$ cat config.mk
export PLATFORM = sky130hd
export DESIGN_NAME = qos_tag_mapper
export DESIGN_NICKNAME = d
export VERILOG_FILES = /design/src/rtl/qos_tag_pkg.sv /design/src/rtl/qos_chan_regs.sv /design/src/rtl/qos_remap_table.sv /design/src/rtl/qos_tag_mapper.sv
export SDC_FILE = /design/constraint.sdc
export NUM_CORES = 1
export LEC_CHECK = 0
export BUFFER_PORTS_ARGS = -buffer_cell sky130_fd_sc_hd__buf_2
export CAP_MARGIN = 20
export CORE_MARGIN = 3
export CORE_UTILIZATION = 60
export DETAILED_ROUTE_END_ITERATION = 10
export GPL_TIMING_DRIVEN = 0
export PLACE_DENSITY = 0.84
export RECOVER_POWER = 25
export SLEW_MARGIN = 5
export SYNTH_ARGS = -nofsm -noshare
export SYNTH_HDL_FRONTEND = slang
export SYNTH_HIERARCHICAL = 1
export SYNTH_SLANG_ARGS = --single-unit
$ cat constraint.sdc
create_clock -name clk -period 5 [get_ports clk]
set_input_delay 0.5 -clock clk [delete_from_list [all_inputs] [get_ports clk]]
set_output_delay 0.5 -clock clk [all_outputs]
set_load 0.03 [all_outputs]
$ cat src/rtl/qos_tag_pkg.sv
`timescale 1ns/1ps
package qos_tag_pkg;
   localparam int ORD_W        = 4;
   localparam int PRIO_W       = 3;
   localparam int CFG_DW       = 32;
   localparam int ORD_LSB      = 4;
   localparam int PRIO_LSB     = 12;
   localparam int REMAP_N      = 1 << ORD_W;
   localparam int NIB_PER_WORD = CFG_DW / ORD_W;
   localparam int REMAP_WORDS  = REMAP_N / NIB_PER_WORD;

   typedef struct packed {
      logic [ORD_W-1:0]  ord;
      logic [PRIO_W-1:0] prio;
   } qos_attr_t;

   function automatic int idx_w(input int n);
      return (n < 2) ? 1 : $clog2(n);
   endfunction
endpackage

$ cat src/rtl/qos_chan_regs.sv
`timescale 1ns/1ps
module qos_chan_regs
   import qos_tag_pkg::*;
#(
   parameter int NUM_CH = 6,
   parameter int CH_W   = 3
) (
   input  logic            clk,
   input  logic            rst_n,
   input  logic            wr_req,
   input  logic            wr_ok,
   input  logic [CH_W-1:0] wr_idx,
   input  qos_attr_t       wr_attr,
   input  logic [CH_W-1:0] rd_idx,
   output qos_attr_t       rd_attr,
   input  logic [CH_W-1:0] tag_idx,
   output qos_attr_t       tag_attr
);
   qos_attr_t [NUM_CH-1:0] attr_q;
   logic                   wr_fire;

   assign wr_fire = wr_req && wr_ok;

   always_ff @(posedge clk or negedge rst_n) begin
      if (!rst_n) begin
         attr_q <= '0;
      end else begin
         for (int c = 0; c < NUM_CH; c++) begin
            if (wr_fire && wr_idx == CH_W'(c)) attr_q[c] <= wr_attr;
         end
      end
   end

   always_comb begin
      rd_attr  = '0;
      tag_attr = '0;
      for (int c = 0; c < NUM_CH; c++) begin
         if (rd_idx == CH_W'(c))  rd_attr  = attr_q[c];
         if (tag_idx == CH_W'(c)) tag_attr = attr_q[c];
      end
   end

   AST_CH_HOLD_WHEN_BUSY: assert property (@(posedge clk) disable iff (!rst_n)
      (wr_req && !wr_ok) |=> $stable(attr_q));
endmodule

$ cat src/rtl/qos_remap_table.sv
`timescale 1ns/1ps
module qos_remap_table
   import qos_tag_pkg::*;
#(
   parameter int WSEL_W = 1
) (
   input  logic              clk,
   input  logic              rst_n,
   input  logic              wr_req,
   input  logic              wr_ok,
   input  logic [WSEL_W-1:0] wr_word,
   input  logic [CFG_DW-1:0] wr_data,
   input  logic [WSEL_W-1:0] rd_word,
   output logic [CFG_DW-1:0] rd_data,
   input  logic [ORD_W-1:0]  lk_in,
   output logic [ORD_W-1:0]  lk_out
);
   logic [REMAP_N-1:0][ORD_W-1:0]   map_q;
   logic [REMAP_WORDS-1:0][CFG_DW-1:0] word_view;

   always_ff @(posedge clk or negedge rst_n) begin
      if (!rst_n) begin
         for (int k = 0; k < REMAP_N; k++) map_q[k] <= ORD_W'(k);
      end else if (wr_req && wr_ok) begin
         for (int k = 0; k < REMAP_N; k++) begin
            if (wr_word == WSEL_W'(k / NIB_PER_WORD))
               map_q[k] <= wr_data[(k % NIB_PER_WORD)*ORD_W +: ORD_W];
         end
      end
   end

   for (genvar w = 0; w < REMAP_WORDS; w++) begin : g_word
      assign word_view[w] = map_q[w*NIB_PER_WORD +: NIB_PER_WORD];
   end

   assign rd_data = word_view[rd_word];
   assign lk_out  = map_q[lk_in];

   AST_REMAP_HOLD_WHEN_BUSY: assert property (@(posedge clk) disable iff (!rst_n)
      (wr_req && !wr_ok) |=> $stable(map_q));
endmodule

$ cat src/rtl/qos_tag_mapper.sv
`timescale 1ns/1ps
module qos_tag_mapper
   import qos_tag_pkg::*;
#(
   parameter int NUM_CH    = 6,
   parameter int PAYLOAD_W = 16,
   parameter int CFG_AW    = 4,
   parameter int CH_W      = idx_w(NUM_CH)
) (
   input  logic                 clk,
   input  logic                 rst_n,
   input  logic                 fabric_idle,
   input  logic                 cfg_we,
   input  logic [CFG_AW-1:0]    cfg_addr,
   input  logic [CFG_DW-1:0]    cfg_wdata,
   output logic [CFG_DW-1:0]    cfg_rdata,
   input  logic                 cmd_valid,
   input  logic [CH_W-1:0]      cmd_ch,
   input  logic [PAYLOAD_W-1:0] cmd_payload,
   output logic                 tag_valid,
   output logic [CH_W-1:0]      tag_ch,
   output logic [PAYLOAD_W-1:0] tag_payload,
   output logic [ORD_W-1:0]     tag_order,
   output logic [PRIO_W-1:0]    tag_prio
);
   localparam int RM_BASE = NUM_CH;
   localparam int ST_ADDR = NUM_CH + REMAP_WORDS;
   localparam int WSEL_W  = idx_w(REMAP_WORDS);

   initial begin
      AST_CFG_SPAN: assert ((1 << CFG_AW) > ST_ADDR && CH_W <= CFG_AW && NUM_CH >= 1)
         else $error("address space too small for NUM_CH");
      AST_CH_W_FITS: assert ((1 << CH_W) >= NUM_CH)
         else $error("CH_W cannot index all channels");
   end

   logic              sel_ch, sel_rm, sel_st;
   logic              map_wr, st_clr;
   logic [WSEL_W-1:0] rm_sel;
   qos_attr_t         wr_attr, rd_attr, ch_attr;
   logic [CFG_DW-1:0] rm_rdata;
   logic [ORD_W-1:0]  final_ord;
   logic              err_q;

   assign sel_ch = cfg_addr < CFG_AW'(RM_BASE);
   assign sel_rm = (cfg_addr >= CFG_AW'(RM_BASE)) && (cfg_addr < CFG_AW'(ST_ADDR));
   assign sel_st = cfg_addr == CFG_AW'(ST_ADDR);
   assign rm_sel = WSEL_W'(cfg_addr - CFG_AW'(RM_BASE));
   assign map_wr = cfg_we && (sel_ch || sel_rm);
   assign st_clr = cfg_we && sel_st && cfg_wdata[0];

   assign wr_attr.ord  = cfg_wdata[ORD_LSB +: ORD_W];
   assign wr_attr.prio = cfg_wdata[PRIO_LSB +: PRIO_W];

   qos_chan_regs #(.NUM_CH(NUM_CH), .CH_W(CH_W)) u_chan (
      .clk      (clk),
      .rst_n    (rst_n),
      .wr_req   (cfg_we && sel_ch),
      .wr_ok    (fabric_idle),
      .wr_idx   (cfg_addr[CH_W-1:0]),
      .wr_attr  (wr_attr),
      .rd_idx   (cfg_addr[CH_W-1:0]),
      .rd_attr  (rd_attr),
      .tag_idx  (cmd_ch),
      .tag_attr (ch_attr)
   );

   qos_remap_table #(.WSEL_W(WSEL_W)) u_remap (
      .clk     (clk),
      .rst_n   (rst_n),
      .wr_req  (cfg_we && sel_rm),
      .wr_ok   (fabric_idle),
      .wr_word (rm_sel),
      .wr_data (cfg_wdata),
      .rd_word (rm_sel),
      .rd_data (rm_rdata),
      .lk_in   (ch_attr.ord),
      .lk_out  (final_ord)
   );

   always_ff @(posedge clk or negedge rst_n) begin
      if (!rst_n)                      err_q <= 1'b0;
      else if (map_wr && !fabric_idle) err_q <= 1'b1;
      else if (st_clr)                 err_q <= 1'b0;
   end

   always_comb begin
      cfg_rdata = '0;
      if (sel_ch) begin
         cfg_rdata[ORD_LSB +: ORD_W]   = rd_attr.ord;
         cfg_rdata[PRIO_LSB +: PRIO_W] = rd_attr.prio;
      end else if (sel_rm) begin
         cfg_rdata = rm_rdata;
      end else if (sel_st) begin
         cfg_rdata[0] = err_q;
         cfg_rdata[1] = fabric_idle;
      end
   end

   always_ff @(posedge clk or negedge rst_n) begin
      if (!rst_n) begin
         tag_valid   <= 1'b0;
         tag_ch      <= '0;
         tag_payload <= '0;
         tag_order   <= '0;
         tag_prio    <= '0;
      end else begin
         tag_valid <= cmd_valid;
         if (cmd_valid) begin
            tag_ch      <= cmd_ch;
            tag_payload <= cmd_payload;
            tag_order   <= final_ord;
            tag_prio    <= ch_attr.prio;
         end
      end
   end

   AST_VALID_FOLLOWS: assert property (@(posedge clk) disable iff (!rst_n)
      cmd_valid |=> tag_valid);
   AST_PAYLOAD_PASS: assert property (@(posedge clk) disable iff (!rst_n)
      cmd_valid |=> (tag_payload == $past(cmd_payload) && tag_ch == $past(cmd_ch)));
   AST_NO_SPURIOUS: assert property (@(posedge clk) disable iff (!rst_n)
      !cmd_valid |=> !tag_valid);
   AST_ERR_ON_BUSY: assert property (@(posedge clk) disable iff (!rst_n)
      (map_wr && !fabric_idle) |=> err_q);
   AST_ERR_STICKY: assert property (@(posedge clk) disable iff (!rst_n)
      (err_q && !st_clr) |=> err_q);
   AST_ERR_CLEAR: assert property (@(posedge clk) disable iff (!rst_n)
      st_clr |=> !err_q);
   AST_OOR_CH_PRIO: assert property (@(posedge clk) disable iff (!rst_n)
      (cmd_valid && int'(cmd_ch) >= NUM_CH) |=> tag_prio == '0);
endmodule

==> results_dict.tcl, run 1 <==
set metrics [dict create \
    synthAdderAreaFrac_pct 0 \
    cp-end-kind "flop" \
    final_net_count 695 \
    muxShareOfSynthArea_pct 39.4 \
    crit_path_start "cmd_ch[0]" \
    hold_buffers 0 \
    overflow 0 \
    grt_pass1_vias 5035 \
    routed_via_density 6.16 \
    hold_end "tag_valid$_DFF_PN0_" \
    ir_drop_v 0.000215 \
    cts_tree "yes" \
    core_um2 11500 \
    insertion_delay_ns 0.42 \
    status "finished, violations left" \
    final_common_cell "mux2_2" \
    rsz0062_at_grt "false" \
    whs_path_depth 1 \
    synthArstFlopShare_pct 100 \
    drive_gt1_share_pct 57.3 \
    synth_top_family_by_area "multiplexers" \
    timing.rr.start "u_chan/attr_q[38]$_DFFE_PN0P_" \
    drt-initial-drc-count 364 \
    worst_ep_arrival_time_ns 3.31 \
    ys_types 39 \
    drc 0 \
    required_ns 5.30 \
    hold_class "in2reg" \
    area_growth_pct 18.6 \
    netlist_instances 497 \
    root_buffer "clkbuf_16" \
    first_pass_iters 5 \
    critPathLaunchType "primary input" \
    portBuffers 118 \
    post-cts-setup-buffers 0 \
    fin_crit_ns 3.00 \
    synth_seq_cells 134 \
    yosysTopAreaCell "dfrtp_1" \
    min_period_over_period_pct 60.1 \
    clk_path_buf_depth 2 \
    max_freq_ghz 0.333 \
    antennaDiodeCount 0 \
    max_slew_margin_pct -86.7 \
    finalSetupViolations 0 \
    cts.htree.levels 4 \
    syn_nets 557 \
    ios 119 \
    initial_core_util_pct 61.9 \
    core.rowCount 39 \
    yosys_warnings 6 \
    yosysTopAreaCellShare_pct 35.8 \
    wl_per_cell_um 21.9 \
    antenna_left 0 \
    holdCritStartpoint "cmd_valid" \
    whs_ns 0.218 \
    grt_pass1_wl_um 27200 \
    p_leak_nw 4.06 \
    final_cell_mix "156 x mux2_2, 134 x buf_2, 102 x dfrtp_1, 42 x mux2i_1, 32 x dfstp_2" \
    clock-sinks 134 \
    synth-simple-area-share_pct 5.94 \
    tightest_slew_ns 2.80 \
    path_clk_slew_ns 0.05 \
    die_area_um2 13200 \
    timing.rr.end "tag_order[3]$_DFFE_PN0P_" \
    synth_xor_xnor_area_share_pct 0 \
    numCtsBuffers 17 \
    synth_compound_area_share_pct 4.27 \
    finalClockSkew_ns 0.00692 \
    synth_area_leaders "dfrtp_1 36%, mux2_2 25%, dfstp_2 12%, mux2i_1 5.9%, mux4_1 5.5%" \
    dp_hpwl_um 12100 \
    critPathMaxFanout 10 \
    fin_tns_setup_ns 0 \
    power_density_nw_per_um2 394 \
    drv_cap 1 \
    rrSetupSlack_ns 2.35 \
    grt_start_max_net_pins 85 \
    vias 4871 \
    fill_cells 764 \
    reg2reg_depth 9 \
    fp.dieW_um 115 \
    drv_slew 51 \
    cts_resized 0 \
    ys_seq_area_share_pct 47.6 \
    routed_wl_um 17400 \
    gp_congestion 0.873 \
    netlist_area_um2 7130 \
    dieHeight_um 115 \
    synthFlopType "dfrtp_1" \
    avgSynthCellArea_um2 14.3 \
    hold_viol_final 0 \
    synth_enable_flop_cells 0 \
    crit_type "in2reg" \
    antenna_found_initial 0 \
    track_usage_pct 27.1 \
    violations "max-capacitance violations, max-slew violations" \
]
## metrics by stage
step / power (mW) / cells / instance area (µm²) / util [%] / setup WS (ns)
floorplan: 1.95 / 497 / 7130 / - / 2.23
global placement: 2.15 / 758 / 7900 / 68.6 / 1.61
detailed placement: 2.19 / 759 / 7930 / 68.9 / 1.62
CTS: 3.35 / 791 / 8460 / 73.5 / 2.05
global route: 3.47 / 791 / 8450 / 73.4 / 1.90
finish: 3.33 / 791 / 8450 / 73.4 / 2.00
## state kept, by name, indices dropped and copies added, names as in the netlist
| signal | cells |
|---|---|
| tag_ch | 3 |
| u_remap/map_q | 64 |
| tag_payload | 16 |
| err_q | 1 |
| tag_order | 4 |
| u_chan/attr_q | 42 |
| tag_prio | 3 |
| tag_valid | 1 |
## Yosys cell counts (3+ instances only)
cell / instances
nand3_1: 9
o21a_1: 14
clkbuf_1: 10
buf_2: 19
nor2b_1: 3
a22oi_1: 3
mux2_4: 12
mux2i_1: 42
mux2_2: 156
dfrtp_1: 102
a221oi_1: 14
mux4_1: 15
and2b_1: 7
and2_1: 23
nand2_1: 5
buf_6: 3
mux2_1: 3
dfstp_2: 32
nor2_1: 4
## power by group
group	switching, mW	internal (mW)	leakage (nW)	total, mW
Sequential	0.145	1.32	1.62	1.46
Clock	0.437	0.706	0.263	1.14
Combinational	0.353	0.376	2.17	0.729
## cell families (layout without fill, tap and decap cells)
family | count (synthesis) | after routing
AO/OA/AOI/OAI | 37 | 37
AND/OR/NAND/NOR | 62 | 62
flip-flops | 134 | 134
multiplexers | 229 | 229
buffers and inverters | 35 | 186
## worst max-delay path, cell delays in order
cell	delay, ns
buf_2	0.08
clkbuf_1	0.17
buf_2	0.35
mux2i_1	0.14
o21a_1	0.19
a221oi_1	0.28
buf_2	0.29
buf_2	0.32
mux4_1	0.38
a22oi_1	0.17
nand3_1	0.15
mux2_2	0.29
## worst max path at each step
| stage | endpoint | slack [ns] | cells after the start |
|---|---|---|---|
| floorplan | tag_order[1]$_DFFE_PN0P_ | 2.23 | 10 |
| global placement | tag_order[3]$_DFFE_PN0P_ | 1.61 | 12 |
| detailed placement | tag_order[3]$_DFFE_PN0P_ | 1.62 | 12 |
| CTS | tag_order[3]$_DFFE_PN0P_ | 2.05 | 12 |
| global route | tag_order[3]$_DFFE_PN0P_ | 1.90 | 12 |
| finish | tag_order[3]$_DFFE_PN0P_ | 2.00 | 12 |
## per-layer routing
layer / share of wire (%) / GRT usage (%)
met5: 0 / 0
met4: 1.7 / 8.92
met3: 6.3 / 5.89
met2: 48 / 43.9
met1: 44 / 36.7
## area by class of cell
| type | instances | area (µm²) | share of cell area, % |
|---|---|---|---|
| buffer | 34 | 193 | 2.28 |
| clock buffer | 27 | 483 | 5.71 |
| clock inverter | 5 | 50.0 | 0.592 |
| inverter | 1 | 3.75 | 0.0444 |
| multi-input combinational | 328 | 3530 | 41.8 |
| sequential | 134 | 3390 | 40.1 |
| tap | 143 | 179 | 2.12 |
| timing repair buffer | 119 | 616 | 7.28 |
(Power assumes the default switching activity.)
==> run 2, diff against run 1 <==
ABC_AREA = 1   (was default)
CORE_UTILIZATION = 57   (was 60)
PLACE_DENSITY = 0.8   (was 0.84)
clock period = 2.88 ns   (was 5 ns; I/O delays follow)
==> run 2 against run 1 <==
  * The run now ends clean
  * Sequential power grew 73%
  * Wire length is 19% higher
  * Flip-flop and latch count is the same
  * Count of clock-buffer cells in the layout decreased by 7
  * Critical path type is now in2out
==> results_dict.tcl, run 2 <==
set metrics [dict create \
    drt-initial-drc-count 673 \
    dpl-instance-area_um2 8280 \
    avgSynthCellArea_um2 7.75 \
    overflow 0 \
    synthArstFlopShare_pct 100 \
    timing.rr.end "tag_order[2]$_DFFE_PN0P_" \
    max_slew_margin_pct 13.7 \
    cp.depth 8 \
    antennaDiodeCount 0 \
    root_buffer "clkbuf_16" \
    largest_register "u_remap/map_q" \
    required_ns 2.59 \
    rsz0062_at_grt "false" \
    first_pass_iters 6 \
    synth_area_leaders "dfrtp_1 34%, nand2_1 15%, dfstp_2 11%, inv_1 6.6%, nand3_1 5.2%" \
    cpMostUsedCell "nand2_1" \
    grt_pass1_wl_um 33100 \
    vias 6946 \
    finalSetupViolations 0 \
    critPathMaxFanout 11 \
    post-cts-setup-buffers 0 \
    syn_nets 1021 \
    synth_enable_flop_cells 0 \
    routed_via_density 5.40 \
    worst_ep_arrival_time_ns 2.06 \
    netlist_instances 961 \
    portBuffers 118 \
    multiInputGateArea_um2 3160 \
    die_area_um2 14500 \
    cts.htree.levels 4 \
    reg2reg_depth 13 \
    core.rowCount 41 \
    insertion_delay_ns 0.42 \
    synth.most_common_cell "nand2_1" \
    ir_drop_v 0.000475 \
    yosysTopAreaCell "dfrtp_1" \
    clock-sinks 134 \
    synth_seq_cells 134 \
    critPathMaxStageDelay_ns 0.52 \
    largest_reg_flops 64 \
    p_total_mw 6.10 \
    path_clk_slew_ns 0.06 \
    drv_slew 0 \
    stdcell_area_um2 8850 \
    drive_gt1_share_pct 25.2 \
    place_ws_ns 0.336 \
    drc 0 \
    clk_path_buf_depth 2 \
    cp-end-kind "primary output" \
    crit_type "in2out" \
    power_density_nw_per_um2 690 \
    area_growth_pct 18.9 \
    path_cells "clkbuf_1 -> inv_2 -> nor3_4 -> nand2_1 -> nand4_1 -> nand3_1 -> nand2_1 -> buf_2" \
    dp_hpwl_um 14900 \
    hold_viol_final 0 \
    crit_buf_inv 3 \
    timing.rr.start "u_chan/attr_q[10]$_DFFE_PN0P_" \
    routed_wl_um 20600 \
    final_common_cell "nand2_1" \
    ys_types 27 \
    antenna_found_initial 0 \
    numCtsBuffers 17 \
    grt_start_max_net_pins 98 \
    synthFlopType "dfrtp_1" \
    antenna_left 0 \
    yosysTopAreaCellShare_pct 34.3 \
    tightest_slew_ns 1.29 \
    netlist_area_um2 7440 \
    max_freq_ghz 0.425 \
    cts_tree "yes" \
    yosys_warnings 6 \
    reg_top3 "u_remap/map_q: 64 flops, u_chan/attr_q: 42 flops, tag_payload: 16 flops" \
    dieHeight_um 120 \
    final_util_pct 69.8 \
    fin_crit_ns 2.35 \
    crit_path_start "cfg_addr[1]" \
    cts_resized 0 \
    register_area_um2 3390 \
    synthTopCellsByCount "293 x nand2_1, 131 x inv_1, 102 x dfrtp_1, 78 x nand3_1, 76 x o21ai_0" \
    min_period_over_period_pct 81.6 \
    final_net_count 1161 \
    ios 119 \
    rrSetupSlack_ns 0.78 \
    p_leak_nw 4.53 \
    fp.dieW_um 120 \
    wl_per_cell_um 16.0 \
    finalClockSkew_ns 0.00507 \
    initial_core_util_pct 58.7 \
    fill_cells 1091 \
    ys_seq_area_share_pct 45.6 \
    gp_congestion 0.923 \
    critPathLaunchType "primary input" \
    status "completed" \
    final_cell_mix "293 x nand2_1, 132 x buf_2, 131 x inv_1, 102 x dfrtp_1, 78 x nand3_1" \
    grt_pass1_vias 6635 \
    dp_cells 1252 \
    crit_family "buffers and inverters" \
    drv_cap 0 \
    hold_class "in2reg" \
    track_usage_pct 29.0 \
    fin_ws_ns 0.530 \
    core_um2 12700 \
    final_cells 1286 \
    critPathSlowestCell "clkbuf_1" \
    crit_path_end "cfg_rdata[12]" \
]
-- run 2: changes by cell type in the layout (fill, tap and decap cells not counted), sizes merged, moves of 14 or more --
cell and delta:
inv +144, mux2 -145, a221oi -14, o21a -14, nand2 +291, nand3 +72
nand4 +27, buf +17, mux4 -16, and2 -23, mux2i -42, o21ai +138
nor2 +57
-- run 2: layer usage --
metal  wire length, µm  global-route usage [%]
met1              8530                    37.5
met2             10100                    48.8
met3              1550                    6.13
met4               482                    10.1
met5                 0                       0
-- run 2: cells by family (layout without fill, tap and decap cells) --
group                  Yosys count  count (layout)  share of synthesized area [%]
AOI/OAI and AO/OA              138             138                           9.63
muxes                           26              26                           4.94
buffers and inverters          187             340                           12.0
DFF                            134             134                           45.6
and+or+nand+nor                476             476                           27.8
-- run 2: power breakdown --
part	switching (mW)	total (mW)	leakage, nW	internal [mW]
sequential	0.235	2.52	1.63	2.28
combinational	0.948	1.49	2.62	0.540
clock	0.854	2.10	0.274	1.24
-- run 2: what timing repair did --
action / CTS / global route
setup endpoints to repair: 0 / 0
hold endpoints to repair: 17 / 0
hold buffers: 2 / 0
-- run 2: layout make-up --
type / instances / area share (%)
flip-flops and latches: 134 / 38.3
multi-input cells: 640 / 35.7
repair buffers: 121 / 7.03
inverters: 141 / 6.04
clock buffers: 20 / 5.16
plain buffers: 46 / 3.97
well taps: 172 / 2.43
clock inverters: 12 / 1.34
-- run 2: worst min-delay path by stage --
stage                                from                             to  slack [ns]  depth (start not counted)
after floorplan                     rst_n              err_q$_DFFE_PN0P_      -0.008                          0
after global placement          cmd_valid            tag_valid$_DFF_PN0_        0.43                          1
after detailed placement            rst_n  u_remap/map_q[31]$_DFFE_PN0P_        0.21                          1
after CTS                 cmd_payload[13]    tag_payload[13]$_DFFE_PN0P_        0.08                          2
after global routing      cmd_payload[10]    tag_payload[10]$_DFFE_PN0P_        0.08                          2
final                       cfg_wdata[25]  u_remap/map_q[57]$_DFFE_PN1P_        0.09                          3
-- run 2: per-stage QoR --
step	TNS, ns	hold WS [ns]
3_3_place_gp	-26.39	0.428
2_1_floorplan	0	-0.00759
5_1_grt	0	0.0814
4_1_cts	0	0.0765
3_5_place_dp	0	0.213
6_report	0	0.0870
-- run 2: worst register-to-register path: stages, from the launching register on --
cell	delay [ns]
dfrtp_1	0.40
nand4_1	0.11
nand2_1	0.06
nor2_1	0.12
nand4_1	0.15
buf_6	0.18
inv_4	0.08
buf_6	0.15
nand2_1	0.06
nand3_1	0.11
nand3_1	0.10
nand3_1	0.08
nand2_1	0.11
mux2_4	0.28
==> run 3, diff against run 2 <==
CORE_UTILIZATION = 52   (was 57)
PLACE_DENSITY = 0.77   (was 0.8)
clock period = 2 ns   (was 2.88 ns; I/O delays follow)
==> run 3 against run 2 <==
  * The flow now finishes with violations (negative setup slack)
  * Hold slack got worse by 0.078 ns
  * Core utilization decreased by 3.9 points
  * Wire length increased by 3.4%
  * Register-to-register slack got worse by 0.80 ns
  * Clock power increased by 43%
  * Via count increased by 0.65%
  * Combinational power increased by 58%
  * Die area increased by 9.1%
  * Global-route usage decreased by 1.8 points
  * Sequential power increased by 44%
  * Final area increased by 3.9%
==> results_dict.tcl, run 3 (synthesis results as in run 2) <==
set metrics [dict create \
    drt-initial-drc-count 800 \
    p_total_mw 8.98 \
    violations "negative setup slack" \
    insertion_delay_ns 0.42 \
    grt_pass1_wl_um 34300 \
    vias 6991 \
    dp_cells 1260 \
    drc 0 \
    first_pass_iters 6 \
    dieHeight_um 126 \
    final_common_cell "nand2_1" \
    p_int_mw 6.00 \
    register_area_um2 3390 \
    clk_path_buf_depth 2 \
    ir_drop_v 0.000682 \
    rsz0062_at_grt "true" \
    finalClockSkew_ns 0.00697 \
    cts_tree "yes" \
    p_leak_nw 4.68 \
    dp_hpwl_um 15200 \
    reg_top3 "u_remap/map_q: 64 flops, u_chan/attr_q: 42 flops, tag_payload: 16 flops" \
    routed_via_density 5.32 \
    gp_congestion 0.933 \
    fill_cells 1185 \
    critPathMaxStageDelay_ns 0.40 \
    max_freq_ghz 0.496 \
    drv_cap 0 \
    cp-end-kind "flop" \
    status "finished, violations left" \
    wl_per_cell_um 16.3 \
    grt_start_max_net_pins 96 \
    cts.htree.levels 4 \
    core_um2 13900 \
    antennaDiodeCount 0 \
    worst_ep_arrival_time_ns 2.37 \
    power_density_nw_per_um2 977 \
    fin_ws_ns -0.0150 \
    fp.dieW_um 126 \
    antenna_left 0 \
    final_cells 1313 \
    path_cells "nand4_1 -> nand2_1 -> nor2_1 -> nand4_1 -> buf_6 -> inv_4 -> buf_6 -> nand3_1 -> nand3_1 -> nand3_2 -> nand2_2 -> mux2_2" \
    p_sw_share_pct 33.2 \
    critPathMaxFanout 8 \
    finalSetupViolations 2 \
    p_comb_share_pct 26.1 \
    place_ws_ns -0.431 \
    critPathLaunchType "flop" \
    multiInputGateArea_um2 3230 \
    clock-sinks 134 \
    tightest_slew_ns 1.11 \
    die_area_um2 15800 \
    core.rowCount 43 \
    antenna_found_initial 0 \
    hold_class "in2reg" \
    crit_type "reg2reg" \
    path_clk_slew_ns 0.06 \
    required_ns 2.36 \
    max_slew_margin_pct 26.1 \
    min_period_over_period_pct 101 \
    p_seq_share_pct 40.3 \
    hold_viol_final 0 \
    final_cell_mix "289 x nand2_1, 132 x buf_2, 130 x inv_1, 102 x dfrtp_1, 76 x o21ai_0" \
    root_buffer "clkbuf_16" \
    fin_crit_ns 2.02 \
    largest_register "u_remap/map_q" \
    final_net_count 1180 \
    overflow 0 \
    area_growth_pct 23.5 \
    portBuffers 118 \
    drv_slew 0 \
    numCtsBuffers 17 \
    ios 119 \
    clockPowerShare_pct 33.5 \
    critPathSlowestCell "dfrtp_1" \
    routed_wl_um 21300 \
    track_usage_pct 27.2 \
    power_switching_mw 2.98 \
    grt_pass1_vias 6812 \
    initial_core_util_pct 53.4 \
    drive_gt1_share_pct 27.4 \
    largest_reg_flops 64 \
]
## run 3: cell count changes in the layout (fill, tap and decap cells not counted), sizes merged
cell	change
buf	+9
dlygate4sd3	+8
inv	-3
clkinvlp	+1
clkbuf	+4
## run 3: path summary, 6_finish.rpt
path,startpoint,slack [ns],cells past startpoint,endpoint
worst max-delay path,u_chan/attr_q[11]$_DFFE_PN0P_,-0.02,12,tag_order[1]$_DFFE_PN0P_
worst min register to register,u_remap/map_q[9]$_DFFE_PN1P_,0.47,2,u_remap/map_q[9]$_DFFE_PN1P_
max in group asynchronous,rst_n,0.47,3,u_remap/map_q[12]$_DFFE_PN1P_
min in group asynchronous,rst_n,0.52,2,u_remap/map_q[15]$_DFFE_PN0P_
worst min-delay path,cfg_wdata[20],0.009,3,u_remap/map_q[52]$_DFFE_PN1P_
worst max register to register,u_chan/attr_q[11]$_DFFE_PN0P_,-0.02,12,tag_order[1]$_DFFE_PN0P_
## run 3: cell type report
type / count / area share, %
flip-flops and latches: 134 / 36.9
inverters: 141 / 5.95
multi-input cells: 640 / 35.2
clock inverters: 10 / 1.05
repair buffers: 140 / 9.27
well taps: 180 / 2.45
plain buffers: 46 / 4.04
clock buffers: 22 / 5.16
## run 3: critical path, delay by kind of cell (launching register included)
family	cells	cell delay [ns]
AND/OR/NAND/NOR	8	0.98
buffers and inverters	3	0.44
flip-flops	1	0.40
multiplexers	1	0.14
## run 3: metrics by stage
| stage | util (%) | area, µm² | TNS, ns | hold WS (ns) |
|---|---|---|---|---|
| floorplan | - | 7440 | 0 | -0.0956 |
| global placement | 59.3 | 8260 | -120.24 | 0.340 |
| detailed placement | 59.5 | 8290 | -1.67 | 0.138 |
| CTS | 64.5 | 8980 | -0.000572 | 0.00200 |
| global route | 66.0 | 9190 | -0.343 | 0.00196 |
| finish | 66.0 | 9190 | -0.0190 | 0.00855 |
## run 3: timing repair
item	4_1_cts	5_1_grt
hold buffers	10	0
setup buffers	1	6
pin swaps	1	4
resized for setup	4	31
cloned	0	4
setup endpoints to repair	4	15
hold endpoints to repair	28	0
## run 3: per-layer routing
layer  wire [µm]  vias to the layer above  share of wire [%]  track usage, %
li1            -                     3371                  -               -
met1        8900                     3254                 42            34.8
met2       10200                      323                 48            44.9
met3        1710                       43                8.0            7.12
met4         489                        0                2.3            9.44
met5           0                        -                  0               0
## run 3: power by group through the flow
stage	Combinational (mW)	Clock [mW]	Sequential (mW)
after detailed placement	2.12	0	3.64
after CTS	2.16	3.03	3.61
after floorplan	1.31	0	3.75
after global routing	2.59	3.18	3.68
final	2.35	3.01	3.62
after global placement	2.07	0	3.63
